**src/rtl/async_tx_pkg.sv**
```systemverilog
package async_tx_pkg;

  localparam int TX_DATA_W   = 8;   // widest character
  localparam int TX_OVS      = 16;  // ticks per bit
  localparam int TX_HALF     = TX_OVS / 2;
  localparam int TX_SETUP    = 8;   // minimum ticks before a first start bit
  localparam int TX_TCNT_W   = $clog2(TX_OVS);
  localparam int TX_BIT_W    = $clog2(TX_DATA_W);

  typedef enum logic [2:0] {
    ST_IDLE,
    ST_SETUP,
    ST_ALIGN,
    ST_START,
    ST_DATA,
    ST_PAR,
    ST_STOP
  } tx_state_e;

  typedef struct packed {
    logic       stick;
    logic       even;
    logic       par_en;
    logic       long_stop;
    logic [1:0] len;
  } tx_fmt_t;

  function automatic tx_fmt_t decode_fmt(input logic [6:0] ctrl);
    tx_fmt_t f;
    f.len       = ctrl[1:0];
    f.long_stop = ctrl[2];
    f.par_en    = ctrl[3];
    f.even      = ctrl[4];
    f.stick     = ctrl[5];
    return f;
  endfunction

endpackage

```
**src/rtl/async_tx_baud.sv**
```systemverilog
module async_tx_baud #(
  parameter int DIV_W = 16
) (
  input  logic             clk,
  input  logic             rst,
  input  logic [DIV_W-1:0] div_i,
  input  logic             load_i,
  output logic             tick_o
);

  logic [DIV_W-1:0] div_eff;
  logic [DIV_W-1:0] cnt_q;
  logic             tick_q;

  assign div_eff = (div_i == '0) ? DIV_W'(1) : div_i;

  always_ff @(posedge clk) begin
    if (rst) begin
      cnt_q  <= '0;
      tick_q <= 1'b0;
    end else if (load_i) begin
      cnt_q  <= div_eff - DIV_W'(1);
      tick_q <= 1'b0;
    end else if (cnt_q == '0) begin
      cnt_q  <= div_eff - DIV_W'(1);
      tick_q <= 1'b1;
    end else begin
      cnt_q  <= cnt_q - DIV_W'(1);
      tick_q <= 1'b0;
    end
  end

  assign tick_o = tick_q;

  // a reload suppresses the tick that follows it
  a_r7_load_restart: assert property (@(posedge clk) disable iff (rst)
    load_i |=> !tick_o);

  // with a divisor above one, ticks never come back to back
  a_r6_tick_spacing: assert property (@(posedge clk) disable iff (rst)
    (tick_o && !load_i && $stable(div_i) && div_i > DIV_W'(1)) |=> !tick_o);

endmodule

```
**src/rtl/async_tx_hold.sv**
```systemverilog
module async_tx_hold #(
  parameter int DATA_W = 8
) (
  input  logic              clk,
  input  logic              rst,
  input  logic              wr_i,
  input  logic [DATA_W-1:0] data_i,
  input  logic              take_i,
  output logic [DATA_W-1:0] data_o,
  output logic              full_o
);

  logic [DATA_W-1:0] data_q;
  logic              full_q;

  always_ff @(posedge clk) begin
    if (wr_i) data_q <= data_i;
  end

  always_ff @(posedge clk) begin
    if (rst)         full_q <= 1'b0;
    else if (wr_i)   full_q <= 1'b1;
    else if (take_i) full_q <= 1'b0;
  end

  assign data_o = data_q;
  assign full_o = full_q;

  // a write always leaves the register full
  a_r8_write_fills: assert property (@(posedge clk) disable iff (rst)
    wr_i |=> full_o);

  // a transfer without a competing write empties it
  a_r8_take_empties: assert property (@(posedge clk) disable iff (rst)
    (take_i && !wr_i) |=> !full_o);

endmodule

```
**src/rtl/async_tx_serializer.sv**
```systemverilog
module async_tx_serializer
  import async_tx_pkg::*;
(
  input  logic                 clk,
  input  logic                 rst,
  input  logic                 tick_i,
  input  logic [6:0]           ctrl_i,
  input  logic                 hold_full_i,
  input  logic [TX_DATA_W-1:0] hold_data_i,
  output logic                 take_o,
  output logic                 busy_o,
  output logic                 txd_o
);

  localparam logic [TX_TCNT_W-1:0] BIT_LAST   = TX_TCNT_W'(TX_OVS - 1);
  localparam logic [TX_TCNT_W-1:0] HALF_LAST  = TX_TCNT_W'(TX_HALF - 1);
  localparam logic [TX_TCNT_W-1:0] SETUP_LAST = TX_TCNT_W'(TX_SETUP - 1);

  tx_state_e             state_q;
  logic [TX_TCNT_W-1:0]  tcnt_q;
  logic [TX_TCNT_W-1:0]  ph_q;
  logic [TX_BIT_W-1:0]   bit_q;
  logic [2:0]            halves_q;
  logic [TX_DATA_W-1:0]  shift_q;
  tx_fmt_t               fmt_q;
  logic                  par_q;
  logic                  txd_q;

  tx_fmt_t               fmt_in;
  logic [TX_DATA_W-1:0]  masked;
  logic                  par_in;
  logic [TX_BIT_W-1:0]   last_idx;
  logic [2:0]            halves_init;
  logic                  bit_end;
  logic                  half_end;
  logic                  line;

  assign fmt_in   = decode_fmt(ctrl_i);
  assign masked   = hold_data_i & (8'hFF >> (2'd3 - fmt_in.len));
  assign par_in   = fmt_in.stick ? ~fmt_in.even
                                 : (fmt_in.even ? ^masked : ~^masked);
  assign last_idx = TX_BIT_W'(4) + TX_BIT_W'(fmt_q.len);
  assign halves_init = !fmt_q.long_stop ? 3'd2 :
                       (fmt_q.len == 2'd0) ? 3'd3 : 3'd4;
  assign bit_end  = (tcnt_q == BIT_LAST);
  assign half_end = (tcnt_q == HALF_LAST);

  always_comb begin
    take_o = 1'b0;
    if (tick_i && hold_full_i) begin
      case (state_q)
        ST_ALIGN: take_o = (ph_q == BIT_LAST);
        ST_STOP:  take_o = half_end && (halves_q == 3'd1);
        default:  take_o = 1'b0;
      endcase
    end
  end

  always_comb begin
    case (state_q)
      ST_START: line = 1'b0;
      ST_DATA:  line = shift_q[0];
      ST_PAR:   line = par_q;
      default:  line = 1'b1;
    endcase
  end

  always_ff @(posedge clk) begin
    if (rst) begin
      state_q  <= ST_IDLE;
      tcnt_q   <= '0;
      ph_q     <= '0;
      bit_q    <= '0;
      halves_q <= '0;
      shift_q  <= '0;
      fmt_q    <= '0;
      par_q    <= 1'b0;
      txd_q    <= 1'b1;
    end else begin
      txd_q <= ctrl_i[6] ? 1'b0 : line;
      if (tick_i) ph_q <= ph_q + TX_TCNT_W'(1);
      if (take_o) begin
        shift_q <= hold_data_i;
        fmt_q   <= fmt_in;
        par_q   <= par_in;
      end
      case (state_q)
        ST_IDLE: begin
          if (hold_full_i) begin
            state_q <= ST_SETUP;
            tcnt_q  <= '0;
          end
        end
        ST_SETUP: begin
          if (tick_i) begin
            if (tcnt_q == SETUP_LAST) begin
              state_q <= ST_ALIGN;
              tcnt_q  <= '0;
            end else begin
              tcnt_q <= tcnt_q + TX_TCNT_W'(1);
            end
          end
        end
        ST_ALIGN: begin
          if (take_o) begin
            state_q <= ST_START;
            tcnt_q  <= '0;
          end
        end
        ST_START: begin
          if (tick_i) begin
            if (bit_end) begin
              state_q <= ST_DATA;
              tcnt_q  <= '0;
              bit_q   <= '0;
            end else begin
              tcnt_q <= tcnt_q + TX_TCNT_W'(1);
            end
          end
        end
        ST_DATA: begin
          if (tick_i) begin
            if (bit_end) begin
              tcnt_q  <= '0;
              shift_q <= shift_q >> 1;
              if (bit_q == last_idx) begin
                if (fmt_q.par_en) begin
                  state_q <= ST_PAR;
                end else begin
                  state_q  <= ST_STOP;
                  halves_q <= halves_init;
                end
              end else begin
                bit_q <= bit_q + TX_BIT_W'(1);
              end
            end else begin
              tcnt_q <= tcnt_q + TX_TCNT_W'(1);
            end
          end
        end
        ST_PAR: begin
          if (tick_i) begin
            if (bit_end) begin
              state_q  <= ST_STOP;
              tcnt_q   <= '0;
              halves_q <= halves_init;
            end else begin
              tcnt_q <= tcnt_q + TX_TCNT_W'(1);
            end
          end
        end
        ST_STOP: begin
          if (tick_i) begin
            if (half_end) begin
              tcnt_q <= '0;
              if (halves_q == 3'd1) begin
                state_q <= take_o ? ST_START : ST_IDLE;
              end else begin
                halves_q <= halves_q - 3'd1;
              end
            end else begin
              tcnt_q <= tcnt_q + TX_TCNT_W'(1);
            end
          end
        end
        default: state_q <= ST_IDLE;
      endcase
    end
  end

  assign busy_o = (state_q != ST_IDLE);
  assign txd_o  = txd_q;

  // break forces the line low on the following clock
  a_r11_break_low: assert property (@(posedge clk) disable iff (rst)
    ctrl_i[6] |=> !txd_o);

  // bit sequencing only advances on a tick
  a_r6_state_on_tick: assert property (@(posedge clk) disable iff (rst)
    (!tick_i && state_q != ST_IDLE) |=> $stable(state_q));

  // a start bit is driven low when no break is applied
  a_r2_start_low: assert property (@(posedge clk) disable iff (rst)
    (state_q == ST_START && !ctrl_i[6]) |=> !txd_o);

endmodule

```
**src/rtl/async_tx.sv**
```systemverilog
module async_tx
  import async_tx_pkg::*;
#(
  parameter int DIV_W = 16
) (
  input  logic                 clk,
  input  logic                 rst,
  input  logic [6:0]           ctrl_i,
  input  logic [DIV_W-1:0]     div_i,
  input  logic                 div_load_i,
  input  logic                 hold_wr_i,
  input  logic [TX_DATA_W-1:0] hold_data_i,
  output logic                 txd_o,
  output logic                 hold_empty_o,
  output logic                 tx_empty_o,
  output logic                 hold_empty_evt_o
);

  logic                 tick;
  logic                 take;
  logic                 busy;
  logic                 hold_full;
  logic [TX_DATA_W-1:0] hold_data;
  logic                 evt_q;

  async_tx_baud #(.DIV_W(DIV_W)) baud_i (
    .clk    (clk),
    .rst    (rst),
    .div_i  (div_i),
    .load_i (div_load_i),
    .tick_o (tick)
  );

  async_tx_hold #(.DATA_W(TX_DATA_W)) hold_i (
    .clk    (clk),
    .rst    (rst),
    .wr_i   (hold_wr_i),
    .data_i (hold_data_i),
    .take_i (take),
    .data_o (hold_data),
    .full_o (hold_full)
  );

  async_tx_serializer ser_i (
    .clk         (clk),
    .rst         (rst),
    .tick_i      (tick),
    .ctrl_i      (ctrl_i),
    .hold_full_i (hold_full),
    .hold_data_i (hold_data),
    .take_o      (take),
    .busy_o      (busy),
    .txd_o       (txd_o)
  );

  always_ff @(posedge clk) begin
    if (rst) evt_q <= 1'b0;
    else     evt_q <= take;
  end

  assign hold_empty_evt_o = evt_q;
  assign hold_empty_o     = ~hold_full;
  assign tx_empty_o       = ~hold_full & ~busy;

  // right after a transfer the shifter is busy, so not fully empty
  a_r8_evt_busy: assert property (@(posedge clk) disable iff (rst)
    hold_empty_evt_o |-> !tx_empty_o);

  // the transfer pulse lasts a single clock
  a_r8_evt_single: assert property (@(posedge clk) disable iff (rst)
    hold_empty_evt_o |=> !hold_empty_evt_o);

endmodule

```
**config.mk**
```make
export PLATFORM = sky130hd
export DESIGN_NAME = async_tx
export DESIGN_NICKNAME = d
export VERILOG_FILES = /design/src/rtl/async_tx_pkg.sv /design/src/rtl/async_tx_baud.sv /design/src/rtl/async_tx_hold.sv /design/src/rtl/async_tx_serializer.sv /design/src/rtl/async_tx.sv
export SDC_FILE = /design/constraint.sdc
export NUM_CORES = 1
export LEC_CHECK = 0
export BUFFER_PORTS_ARGS = -buffer_cell sky130_fd_sc_hd__buf_4
export CAP_MARGIN = 40
export CORE_ASPECT_RATIO = 1.1
export CORE_UTILIZATION = 59
export CTS_CLUSTER_DIAMETER = 30
export DETAILED_ROUTE_END_ITERATION = 10
export GPL_TIMING_DRIVEN = 0
export PLACE_DENSITY = 0.82
export SLEW_MARGIN = 5
export SYNTH_ARGS = -nofsm -noshare
export SYNTH_HDL_FRONTEND = slang
export SYNTH_SLANG_ARGS = --single-unit
```
**constraint.sdc**
```tcl
create_clock -name clk -period 2.4 [get_ports clk]
set_input_delay 0.24 -clock clk [delete_from_list [all_inputs] [get_ports clk]]
set_output_delay 0.24 -clock clk [all_outputs]
set_load 0.05 [all_outputs]
```
==> results.yml, run 1 <==
synth:
  synth.largest_area_cell: "dfxtp_1"
  synth_seq_cells: 58
  synth_enable_flop_cells: 8
  syn_nets: 435
  ys.flop_type: "dfxtp_1"
  syn_avg_cell_area_sq_um: 8.64
  synth.area.mux_share: 0.0177
  ys_async_sr_fraction: 0
  synth_warnings: 0
  synthAdderAreaFrac: 0.0295
  synth_xor_area_frac: 0.0883
  syn-cell-area_sq_mm: 0.00339
  ys_seq_area_frac: 0.366
  synthTopCellsByArea: "dfxtp_1 30%, edfxtp_1 7.1%, xnor2_1 5.2%"
  yosys.area_share.simple: 0.276
  ys_types: 65
  synth_top_family_by_area: "simple AND/OR/NAND/NOR gates"
  netlist.area_leader.share: 0.295
  syn_inst: 392
  synth_compound_area_frac: 0.181
detailed_routing:
  via_per_inst: 5.95
  vias: 3083
  wl_per_cell_um: 14.8
  drt-initial-drc-count: 155
  antenna_left: 0
  wl_um: 7660
  dr.pass1.iters: 4
  remaining_drc_errors: 0
global_routing:
  grt_max_degree: 11
  grt_overflow: 0
  grt_pass1_vias: 2790
  antenna_found_initial: 0
  grt_pass1_wl_um: 12400
  grt.total_usage: 0.272
layout:
  drive_gt1_frac: 0.167
  diodes: 0
  syn2layout_area_growth_pct: 16.7
  final_cell_mix: "50 x dfxtp_1, 38 x nor2_1, 38 x buf_4, 31 x nand2_1, 22 x a21oi_1"
  nNetsFinal: 481
  final_area_sq_mm: 0.00396
  layout_commonest_cell: "dfxtp_1"
die:
  start_util: 0.620
  num_rows: 28
  chipWidth_um: 74.3
  die_area_sq_mm: 0.00605
  core_sq_mm: 0.00547
  io_pins: 39
  die_y_um: 81.5
worst_hold_path:
  hp-class: "primary input to register"
timing:
  grt_setup_unrepaired: "false"
  tightestPinTransition_ns: 0.791
  slew_viol_final: 0
  fin_skew_ns: 0.0125
  setup_viol: 0
  max_freq_mhz: 439
  period_needed_ns: 2.28
  hold_viol: 0
  period_share: 0.949
  slew-limit-headroom: 0.468
setup_path:
  critPathKind: "primary input to register"
  crit_path_max_fanout: 6
  critical_path_required_ns: 2.65
  cp-end-kind: "register"
  worst_setup_path_start_kind: "primary input"
  crit_arrival_ns: 2.53
power:
  internal-power_mw: 1.85
  p_leak_nw: 1.43
  powerDensity_mw_per_mm2: 686
  clockPowerShare: 0.333
  peakVddDrop_uv: 469
  pwr-share-seq: 0.406
  p_switching_mw: 0.868
  design_power_total_mw: 2.71
  pwr-share-comb: 0.260
  p_sw_frac: 0.320
run_status:
  status: "complete, no violations"
cts:
  cts_htree_levels: 3
  cts_max_path_buffers: 2
  cts_tree: "built"
  ctsHoldBuffers: 0
  clk_latency_ns: 0.35
  path_clk_slew_ns: 0.07
  cts.sinks: 58
  cts_inserted_buffers: 9
  cts_root_buf: "clkbuf_8"
placed_design:
  dpl_cell_area_sq_mm: 0.00376
  io_buffers: 37
  hpwl_um: 5410
  globalplace.congestion: 0.859
run:
  cap_violations: 0
-- synth_stat cells (3+ instances only) --
cell / number
nand4_1: 6
a311oi_1: 11
nand3_1: 8
mux2i_1: 6
o31ai_1: 3
or2_2: 3
nand3b_1: 8
nor2b_1: 5
buf_2: 3
dfxtp_1: 50
a211oi_1: 15
edfxtp_1: 8
inv_1: 12
nand2b_1: 8
ha_1: 8
nand2_1: 31
o211ai_1: 3
or3_1: 7
or4_1: 8
nor3_1: 18
xnor2_1: 20
nor2_1: 39
o21ai_0: 9
nor3b_1: 3
and3_1: 3
xor2_1: 9
clkbuf_1: 15
a21oi_1: 22
nor4_1: 4
-- critical path: stages --
cell,delay (ns)
buf_4,0.13
or4_1,0.54
nor2_1,0.40
a21oi_1,0.20
ha_1,0.26
or3b_2,0.24
nor4_1,0.06
xor2_1,0.16
nor2_1,0.07
a211oi_1,0.22
-- metrics by stage --
| step | setup slack [ns] | TNS (ns) | hold slack [ns] | utilization | std cells |
|---|---|---|---|---|---|
| finish | 0.123 | 0 | 0.0719 | 0.724 | 518 |
| global route | 0.000879 | 0 | 0.0541 | 0.724 | 518 |
| global placement | -0.233 | -0.984 | 0.418 | 0.689 | 504 |
| floorplan | 0.179 | 0 | 0.317 | - | 392 |
| detailed placement | -0.278 | -1.24 | 0.419 | 0.689 | 504 |
| CTS | 0.0711 | 0 | 0.0597 | 0.725 | 520 |
-- per-layer routing --
| metal | track usage | share of wire | vias to the layer above |
|---|---|---|---|
| met5 | 0 | 0 | - |
| met4 | 0.119 | 0.019 | 0 |
| met3 | 0.0663 | 0.050 | 16 |
| met2 | 0.455 | 0.49 | 88 |
| met1 | 0.332 | 0.44 | 1440 |
| li1 | - | - | 1539 |
-- path summary, 6_finish.rpt --
path / cells past startpoint / from / endpoint / slack [ns]
max: 10 / div_i[11] / baud_i.cnt_q[10]$_SDFF_PP0_ / 0.12
min: 1 / hold_data_i[0] / hold_i.data_o[0]$_DFFE_PP_ / 0.07
max reg2reg: 6 / ser_i.tcnt_q[0]$_SDFFE_PP0P_ / ser_i.halves_q[0]$_SDFFE_PP0P_ / 0.17
min reg2reg: 2 / ser_i.tcnt_q[1]$_SDFFE_PP0P_ / ser_i.tcnt_q[1]$_SDFFE_PP0P_ / 0.47
-- power by group through the flow --
stage / Combinational [mW] / Sequential [mW] / Clock [mW]
2_1_floorplan: 0.505 / 1.12 / 0
3_3_place_gp: 0.671 / 1.12 / 0
5_1_grt: 0.778 / 1.11 / 0.962
3_5_place_dp: 0.687 / 1.12 / 0
4_1_cts: 0.698 / 1.10 / 0.916
6_report: 0.706 / 1.10 / 0.905
-- flip-flops by register name, summed over array words and instances, names as in the netlist --
name / cells
baud_i.tick_o: 1
ser_i.state_q: 3
ser_i.txd_o: 1
ser_i.par_q: 1
ser_i.fmt_q: 4
hold_empty_evt_o: 1
ser_i.tcnt_q: 4
hold_i.full_o: 1
ser_i.bit_q: 3
ser_i.ph_q: 4
hold_i.data_o: 8
ser_i.halves_q: 3
ser_i.shift_q: 8
baud_i.cnt_q: 16
-- logic make-up (layout without fill, tap and decap cells) --
logic type / count (synthesis) / in the layout
AND/OR/NAND/NOR: 170 / 170
AO/OA/AOI/OAI: 86 / 86
flip-flops: 58 / 58
buffers and inverters: 33 / 84
XOR/XNOR: 31 / 31
adder cells (fa/ha/maj): 8 / 8
multiplexers: 6 / 6
-- cell type report --
type | instances | area (sq um)
inverters | 12 | 45.0
plain buffers | 19 | 87.6
repair buffers | 37 | 278
flip-flops and latches | 58 | 1240
well taps | 75 | 93.8
clock inverters | 5 | 53.8
fillers | 456 | 1510
multi-input cells | 301 | 2010
clock buffers | 11 | 141
-- timing repair --
action,in CTS,in global routing
resized for setup,0,1
endpoints found under the setup margin,0,10
buffers inserted,0,0
(Power assumes the default switching activity.)
==> inputs of run 2 (changes only) <==
--- a/config.mk
+++ b/config.mk
@@ -12,7 +12,7 @@
 export CTS_CLUSTER_DIAMETER = 30
 export DETAILED_ROUTE_END_ITERATION = 10
 export GPL_TIMING_DRIVEN = 0
-export PLACE_DENSITY = 0.82
+export PLACE_DENSITY = 0.77
 export SLEW_MARGIN = 5
 export SYNTH_ARGS = -nofsm -noshare
 export SYNTH_HDL_FRONTEND = slang
==> results.yml, run 2 (synthesized netlist as in run 1, its figures left out) <==
placed_design:
  hpwl_um: 5660
  post-place-cells: 504
  dp_slack_ns: -0.295
  io_buffers: 37
  globalplace.congestion: 0.832
die:
  io_pins: 39
  num_rows: 28
  core_sq_mm: 0.00547
  die_area_sq_mm: 0.00605
  chipWidth_um: 74.3
  start_util: 0.620
  die_y_um: 81.5
layout:
  largest_reg_flops: 16
  nNetsFinal: 481
  syn2layout_area_growth_pct: 17.5
  fillers: 466
  multi_input_area_sq_mm: 0.00203
  final_util: 0.728
  diodes: 0
  seq_area_sq_mm: 0.00124
  fin_cells: 518
  layout_commonest_cell: "dfxtp_1"
  final_cell_mix: "50 x dfxtp_1, 38 x buf_4, 37 x nor2_1, 31 x nand2_1, 22 x a21oi_1"
  largest_register: "baud_i.cnt_q"
  drive_gt1_frac: 0.172
detailed_routing:
  via_per_inst: 5.88
  vias: 3045
  antenna_left: 0
  wl_per_cell_um: 15.4
  dr.pass1.iters: 4
  remaining_drc_errors: 0
  drt-initial-drc-count: 174
  wl_um: 7970
power:
  peakVddDrop_uv: 569
  p_leak_nw: 1.43
  powerDensity_mw_per_mm2: 695
  design_power_total_mw: 2.77
timing:
  fin_skew_ns: 0.0112
  setup_viol: 0
  period_needed_ns: 2.26
  max_freq_mhz: 443
  slew-limit-headroom: 0.502
  hold_viol: 0
  tightestPinTransition_ns: 0.740
  tns_ns: 0
  final.setup.worst_slack_ns: 0.141
  period_share: 0.941
  slew_viol_final: 0
  grt_setup_unrepaired: "false"
setup_path:
  critical_path_required_ns: 2.64
  crit_arrival_ns: 2.50
  r2r_slack_ns: 0.14
  timing.rr.start: "ser_i.tcnt_q[0]$_SDFFE_PP0P_"
  critPathKind: "register to register"
  worst_setup_path_start_kind: "register"
  cp-end-kind: "register"
  worstRegToRegCells: 7
  crit_path_max_fanout: 10
  reg2reg_to: "ser_i.shift_q[0]$_SDFF_PP0_"
global_routing:
  grt.total_usage: 0.271
  antenna_found_initial: 0
  grt_pass1_vias: 2766
  grt_pass1_wl_um: 12400
  grt_overflow: 0
  grt_max_degree: 11
cts:
  cts_inserted_buffers: 9
  path_clk_slew_ns: 0.07
  cts_htree_levels: 3
  clk_latency_ns: 0.34
  cts_tree: "built"
  cts.sinks: 58
  cts_max_path_buffers: 2
  cts_root_buf: "clkbuf_8"
run:
  cap_violations: 0
worst_hold_path:
  hp-class: "primary input to register"
  min_to: "hold_i.data_o[7]$_DFFE_PP_"
  min_from: "hold_data_i[7]"
  min_delay_path_depth: 1
run_status:
  status: "complete, no violations"
run 2: changes by cell type in the layout (fill, tap and decap cells not counted), sizes merged:
cell	before	now
clkinv	4	1
clkbuf	25	28
run 2: layout make-up:
type                    count  area share
well taps                  75      0.0236
repair buffers             37      0.0698
plain buffers              19      0.0220
clock buffers              14      0.0434
multi-input cells         301       0.509
inverters                  12      0.0113
clock inverters             2     0.00880
flip-flops and latches     58       0.312
run 2: worst max path at each step:
| stage | startpoint | endpoint | slack, ns | depth (start not counted) |
|---|---|---|---|---|
| after detailed placement | div_i[4] | baud_i.cnt_q[10]$_SDFF_PP0_ | -0.29 | 11 |
| after floorplan | div_i[5] | baud_i.cnt_q[14]$_SDFF_PP0_ | 0.18 | 9 |
| after CTS | ser_i.tcnt_q[0]$_SDFFE_PP0P_ | ser_i.shift_q[0]$_SDFF_PP0_ | 0.06 | 7 |
| final | ser_i.tcnt_q[0]$_SDFFE_PP0P_ | ser_i.shift_q[0]$_SDFF_PP0_ | 0.14 | 7 |
| after global placement | div_i[5] | baud_i.cnt_q[14]$_SDFF_PP0_ | -0.22 | 10 |
| after global routing | ser_i.state_q[0]$_SDFFE_PP0P_ | ser_i.shift_q[0]$_SDFF_PP0_ | 0.04 | 6 |
run 2: power breakdown:
part	switching, mW	leakage (nW)	internal (mW)
Sequential	0.0592	0.487	1.05
Clock	0.396	0.107	0.564
Combinational	0.407	0.840	0.295
run 2: layer usage:
metal,vias to the layer above,track usage,wire length [um],share of wire
met4,0,0.0962,112,0.014
met2,67,0.475,4010,0.50
met3,12,0.0577,286,0.036
met5,-,0,0,0
met1,1424,0.326,3570,0.45
li1,1542,-,-,-
run 2: repair_timing:
item / 4_1_cts / 5_1_grt
setup endpoints to repair: 0 / 8
buffers inserted: 0 / 0
gates resized for setup: 0 / 4
hold buffers: 0 / 0
run 2: critical path, cell delays in order, from the launching register on:
cell      delay [ns]
dfxtp_1         0.37
ha_1            0.30
nand3b_1        0.19
o32a_1          0.36
nor2_2          0.22
buf_2           0.31
nand2_1         0.10
a311oi_1        0.31
run 2: through the flow:
stage                     cell area (sq um)  hold slack (ns)
final                                  3980           0.0641
after global routing                   3980           0.0616
after global placement                 3760            0.418
after floorplan                        3390            0.317
after detailed placement               3760            0.419
after CTS                              3970           0.0603
